### src/rtl/prescale_pkg.sv
package prescale_pkg;
    localparam int EXP_W = 4;

    typedef enum logic [1:0] {
        PS_OFF  = 2'd0,
        PS_WARM = 2'd1,
        PS_RUN  = 2'd2
    } pstate_e;

    function automatic logic [EXP_W-1:0] sat_exp(input logic [EXP_W-1:0] e,
                                                 input logic [EXP_W-1:0] mx);
        return (e > mx) ? mx : e;
    endfunction
endpackage

### src/rtl/pg_pow2_div.sv
module pg_pow2_div
    import prescale_pkg::*;
#(
    parameter int MAX_EXP = 8
) (
    input  logic             clk,
    input  logic             rst,
    input  logic             run,
    input  logic [EXP_W-1:0] exp_req,
    output logic             dclk,
    output logic             bnd
);
    localparam int HC_W = (MAX_EXP > 0) ? MAX_EXP : 1;
    localparam logic [HC_W-1:0] ONES = {HC_W{1'b1}};

    logic [HC_W-1:0]  hc;
    logic [EXP_W-1:0] x_act;
    logic [HC_W-1:0]  half_lim;
    logic             end_half;
    logic [EXP_W-1:0] x_new;

    assign x_new    = sat_exp(exp_req, EXP_W'(MAX_EXP));
    assign half_lim = ONES >> (EXP_W'(MAX_EXP) - x_act);
    assign end_half = (hc == half_lim);
    assign bnd      = run && end_half && dclk;

    always_ff @(posedge clk) begin
        if (rst || !run) begin
            hc    <= '0;
            dclk  <= 1'b0;
            x_act <= x_new;
        end else if (end_half) begin
            hc   <= '0;
            dclk <= !dclk;
            if (dclk) x_act <= x_new;
        end else begin
            hc <= hc + 1'b1;
        end
    end


    exp_at_boundary_chk: assert property (@(posedge clk) disable iff (rst)
        (run && $past(run) && !$stable(x_act)) |-> $fell(dclk));
endmodule

### src/rtl/pg_power_ctrl.sv
module pg_power_ctrl
    import prescale_pkg::*;
#(
    parameter int STARTUP_CYC = 512,
    parameter int PD_PERIODS  = 2
) (
    input  logic clk,
    input  logic rst,
    input  logic pwr_on,
    input  logic bnd,
    output logic running,
    output logic launch,
    output logic shutdown
);
    localparam int TICKS = 2 * STARTUP_CYC;
    localparam int CNT_W = $clog2(TICKS);
    localparam int PD_W  = $clog2(PD_PERIODS + 1);

    pstate_e          st;
    logic [CNT_W-1:0] scnt;
    logic [PD_W-1:0]  pdc;

    assign running  = (st == PS_RUN);
    assign launch   = (st == PS_WARM) && pwr_on && (scnt == CNT_W'(TICKS - 1));
    assign shutdown = running && !pwr_on && bnd && (pdc == PD_W'(PD_PERIODS - 1));

    always_ff @(posedge clk) begin
        if (rst) begin
            st   <= PS_WARM;
            scnt <= '0;
            pdc  <= '0;
        end else begin
            case (st)
                PS_OFF: begin
                    if (pwr_on) begin
                        st   <= PS_WARM;
                        scnt <= '0;
                    end
                end
                PS_WARM: begin
                    if (!pwr_on) begin
                        st   <= PS_OFF;
                        scnt <= '0;
                    end else if (launch) begin
                        st  <= PS_RUN;
                        pdc <= '0;
                    end else begin
                        scnt <= scnt + 1'b1;
                    end
                end
                PS_RUN: begin
                    if (pwr_on) begin
                        pdc <= '0;
                    end else if (shutdown) begin
                        st   <= PS_OFF;
                        pdc  <= '0;
                        scnt <= '0;
                    end else if (bnd) begin
                        pdc <= pdc + 1'b1;
                    end
                end
                default: st <= PS_WARM;
            endcase
        end
    end


    warmup_done_chk: assert property (@(posedge clk) disable iff (rst)
        $rose(running) |-> ($past(scnt) == CNT_W'(TICKS - 1)));


    stop_on_boundary_chk: assert property (@(posedge clk) disable iff (rst)
        $fell(running) |-> ($past(!pwr_on) && $past(bnd)));
endmodule

### src/rtl/pow2_clock_gate.sv
module pow2_clock_gate
    import prescale_pkg::*;
#(
    parameter int MAX_EXP     = 8,
    parameter int STARTUP_CYC = 512,
    parameter int PD_PERIODS  = 2
) (
    input  logic             clk,
    input  logic             rst,
    input  logic [EXP_W-1:0] div_exp,
    input  logic             out_en,
    input  logic             pwr_on,
    input  logic             idle_low,
    output logic             clk_out,
    output logic             clk_oe
);
    logic dclk, bnd, running, launch, shutdown;
    logic gate_q;

    pg_pow2_div #(.MAX_EXP(MAX_EXP)) u_div (
        .clk     (clk),
        .rst     (rst),
        .run     (running),
        .exp_req (div_exp),
        .dclk    (dclk),
        .bnd     (bnd)
    );

    pg_power_ctrl #(.STARTUP_CYC(STARTUP_CYC), .PD_PERIODS(PD_PERIODS)) u_pwr (
        .clk      (clk),
        .rst      (rst),
        .pwr_on   (pwr_on),
        .bnd      (bnd),
        .running  (running),
        .launch   (launch),
        .shutdown (shutdown)
    );

    always_ff @(posedge clk) begin
        if (rst)                 gate_q <= 1'b0;
        else if (shutdown)       gate_q <= 1'b0;
        else if (launch || bnd)  gate_q <= out_en;
    end

    assign clk_out = dclk & gate_q;
    assign clk_oe  = gate_q | idle_low;


    gate_edge_low_chk: assert property (@(posedge clk) disable iff (rst)
        !$stable(gate_q) |-> !dclk);


    out_needs_run_chk: assert property (@(posedge clk) disable iff (rst)
        clk_out |-> running);
endmodule

### config.mk
export PLATFORM = sky130hd
export DESIGN_NAME = pow2_clock_gate
export DESIGN_NICKNAME = d
export VERILOG_FILES = /design/src/rtl/prescale_pkg.sv /design/src/rtl/pg_pow2_div.sv /design/src/rtl/pg_power_ctrl.sv /design/src/rtl/pow2_clock_gate.sv
export SDC_FILE = /design/constraint.sdc
export NUM_CORES = 1
export LEC_CHECK = 0
export ABC_AREA = 1
export ABC_CLOCK_PERIOD_IN_PS = 5900
export BUFFER_PORTS_ARGS = -buffer_cell sky130_fd_sc_hd__buf_2
export CAP_MARGIN = 20
export CELL_PAD_IN_SITES_DETAIL_PLACEMENT = 2
export CELL_PAD_IN_SITES_GLOBAL_PLACEMENT = 2
export CORE_ASPECT_RATIO = 2
export CORE_MARGIN = 2
export CORE_UTILIZATION = 37
export CTS_CLUSTER_DIAMETER = 50
export DETAILED_ROUTE_END_ITERATION = 8
export GPL_TIMING_DRIVEN = 1
export PLACE_DENSITY_LB_ADDON = 0.1
export SYNTH_ARGS = -nofsm -noshare
export SYNTH_HDL_FRONTEND = slang
export SYNTH_HIERARCHICAL = 1
export SYNTH_SLANG_ARGS = --single-unit
### constraint.sdc
create_clock -name clk -period 5.9 [get_ports clk]
set_input_delay 0 -clock clk [delete_from_list [all_inputs] [get_ports clk]]
set_output_delay 0 -clock clk [all_outputs]
set_load 0.01 [all_outputs]
==> impl_metrics.env <==
export IMPL_status="finished, final reports clean"
export IMPL_synth_enable_flop_cells=4
export IMPL_fin_crit_ns=2.85
export IMPL_r2r_slack_ns=3.05
export IMPL_hp_class="input port to register"
export IMPL_synth_most_common_cell="nand2_1"
export IMPL_hp_start="div_exp[2]"
export IMPL_worst_pin_slew_ns=0.395
export IMPL_finalClockSkew_ns=0.00472
export IMPL_power_density_nw_per_um2=197
export IMPL_io_buffers=10
export IMPL_cts_root_buffer="clkbuf_8"
export IMPL_first_pass_iters=2
export IMPL_ys_seq_area_frac=0.323
export IMPL_setup_viol=0
export IMPL_antenna_cells=0
export IMPL_vias=1752
export IMPL_syn_avg_cell_area_um2=6.84
export IMPL_grt_max_degree=17
export IMPL_period_share=0.483
export IMPL_maxSlewViolCount=0
export IMPL_clock_path_buffers=2
export IMPL_fin_ws_ns=3.05
export IMPL_placementRows=36
export IMPL_viasPerCell=5.11
export IMPL_antenna_left=0
export IMPL_rsz0062_at_grt="no"
export IMPL_max_cap_violations=0
export IMPL_gp_congestion=0.825
export IMPL_timing_rr_start="u_div/x_act[0]"
export IMPL_die_h_um=104
export IMPL_core_um2=4860
export IMPL_max_clock_freq_mhz=351
export IMPL_leakage_nw=0.923
export IMPL_grt_total_usage=0.201
export IMPL_wirelength_mm=5.29
export IMPL_min_delay_path_depth=3
export IMPL_tns_ns=0
export IMPL_power_uw=404
export IMPL_grt_pass1_wl_mm=8.43
export IMPL_worstPathArrival_ns=3.04
export IMPL_yosysTopAreaCell="dfxtp_1"
export IMPL_fin_cells=343
export IMPL_synth_main_ff_cell="dfxtp_1"
export IMPL_syn_nets=291
export IMPL_synth_area_leaders="dfxtp_1 26%, nand2_1 14%, inv_1 8.9%, nor2_1 7.9%, ha_1 6.7%"
export IMPL_peakVddDrop_uv=112
export IMPL_ff2ff_path_depth=18
export IMPL_yosys_warnings=6
export IMPL_drc=0
export IMPL_utilization=0.421
export IMPL_synthArstFlopShare=0
export IMPL_cp_end_kind="register"
export IMPL_min_to="u_div/x_act[2]"
export IMPL_pin_count=11
export IMPL_dp_cells=337
export IMPL_area_delta_synth_final_pct=10.2
export IMPL_fillCellCount=636
export IMPL_drive_above_1_share=0.133
export IMPL_synthDistinctLibCells=32
export IMPL_fp_dieW_um=54.1
export IMPL_synthCells=272
export IMPL_synth_area_um2=1860
export IMPL_synth_top_area_frac=0.258
export IMPL_cts_resized=0
export IMPL_cp_max_fo=14
export IMPL_required_ns=6.08
export IMPL_initial_core_util=0.382
export IMPL_antenna_found_initial=0
export IMPL_cts_sinks=28
export IMPL_report_final_hold_viol_count=0
export IMPL_r2r_end="u_pwr/scnt[0]"
export IMPL_cts_buffers=3
export IMPL_preCtsSetupSlack_ns=3.10
export IMPL_relSlewSlack=0.737
export IMPL_nets=306
export IMPL_grt_overflow=0
export IMPL_htreeDepth=1
export IMPL_cts_tree="done"
export IMPL_cp_start_kind="register"
export IMPL_die_area_um2=5650
export IMPL_path_class="register to register"
export IMPL_drt_iter0_markers=5
export IMPL_clkTransAtPathRegs_ns=0.11
export IMPL_synth_common_cells="69 x nand2_1, 44 x inv_1, 39 x nor2_1, 24 x dfxtp_1, 21 x nand3_1"
export IMPL_hpwl_mm=4.42
export IMPL_clk_latency_ns=0.28
export IMPL_avgRoutedWirePerCell_um=15.4
export IMPL_synth_seq_cells=28
export IMPL_grt_pass1_vias=1936
where the power goes:
part | internal [mW] | total (mW) | leakage (nW) | switching (mW)
Clock | 0.0740 | 0.141 | 0.0339 | 0.0668
Sequential | 0.197 | 0.200 | 0.239 | 0.00339
Combinational | 0.0218 | 0.0634 | 0.650 | 0.0416
worst max-delay path, stage by stage, from the launching register on:
cell	delay, ns
edfxtp_1	0.37
inv_1	0.08
ha_1	0.22
ha_1	0.31
inv_1	0.10
nand3_1	0.08
nand2_1	0.11
nand2_1	0.07
nor2_1	0.10
nand4_1	0.13
nor2_1	0.25
nand3_2	0.13
o21ai_2	0.14
nand2_2	0.12
nor2_8	0.24
inv_2	0.10
nand2_1	0.07
nand2_1	0.04
and2_1	0.12
metrics by stage:
| step | instance area, um2 | hold WS [ns] |
|---|---|---|
| finish | 2050 | 0.0310 |
| global route | 2050 | 0.0531 |
| CTS | 2050 | 0.0112 |
| detailed placement | 1960 | 0.210 |
| global placement | 1960 | 0.206 |
| floorplan | 1860 | 0.0691 |
cells by family (layout without fill, tap and decap cells):
logic type / count (synthesis) / in the layout / share of synthesized area
buffers and inverters: 48 / 62 / 0.103
DFF: 28 / 28 / 0.323
and+or+nand+nor: 160 / 160 / 0.410
adders and majority gates: 10 / 10 / 0.0672
AOI/OAI and AO/OA: 19 / 19 / 0.0639
xor gates and xnor gates: 7 / 7 / 0.0330
cell type report:
type / count / area (um2) / area share
clock buffers: 4 / 66.3 / 0.0324
flip-flops and latches: 28 / 601 / 0.293
multi-input cells: 196 / 1070 / 0.521
well taps: 57 / 71.3 / 0.0348
repair buffers: 12 / 70.1 / 0.0342
inverters: 46 / 173 / 0.0842
flip-flops by register name, summed over array words and instances (netlist names):
| signal | count |
|---|---|
| u_pwr/scnt | 10 |
| u_div/hc | 8 |
| u_div/dclk | 1 |
| u_pwr/st | 2 |
| gate_q | 1 |
| u_pwr/pdc | 2 |
| u_div/x_act | 4 |
cell usage in the layout, fill, tap and decap left out:
cell type      instances
a21boi_0               1
a21oi_1                9
a21oi_4                1
and2_1                 2
buf_2                 10
clkbuf_16              1
clkbuf_8               3
dfxtp_1               24
dlygate4sd3_1          2
edfxtp_1               4
ha_1                  10
inv_1                 44
inv_2                  2
nand2_1               69
nand2_2                4
nand2_4                2
nand3_1               21
nand3_2                2
nand3_4                1
nand3b_1               3
nand4_1                3
nand4_2                1
nor2_1                39
nor2_2                 5
nor2_4                 2
nor2_8                 1
nor3_1                 3
o21ai_0                4
o21ai_2                2
o22ai_1                2
or2_1                  1
or2_2                  1
xnor2_1                1
xor2_1                 6
layer usage:
| layer | track usage | wire length, um | up-vias |
|---|---|---|---|
| met4 | 0.0643 | 128 | 0 |
| li1 | - | - | 868 |
| met1 | 0.162 | 1690 | 862 |
| met3 | 0.0201 | 55 | 9 |
| met2 | 0.429 | 3410 | 13 |
| met5 | 0 | 0 | - |
worst max-delay path by stage:
stage | from | end | slack (ns)
6_report | u_div/x_act[0] | u_pwr/scnt[0] | 3.05
3_3_place_gp | u_div/x_act[0] | u_pwr/scnt[0] | 3.19
5_1_grt | u_div/x_act[0] | u_pwr/scnt[0] | 2.78
4_1_cts | u_div/x_act[0] | u_pwr/scnt[0] | 3.01
2_1_floorplan | u_div/x_act[0] | u_pwr/scnt[9] | 3.45
3_5_place_dp | u_div/x_act[0] | u_pwr/scnt[0] | 3.10
repair_timing:
action,CTS,global route
hold endpoints to repair,2,0
hold buffers,2,0
setup buffers,0,0
No activity file was read; power rests on OpenSTA's default activity.
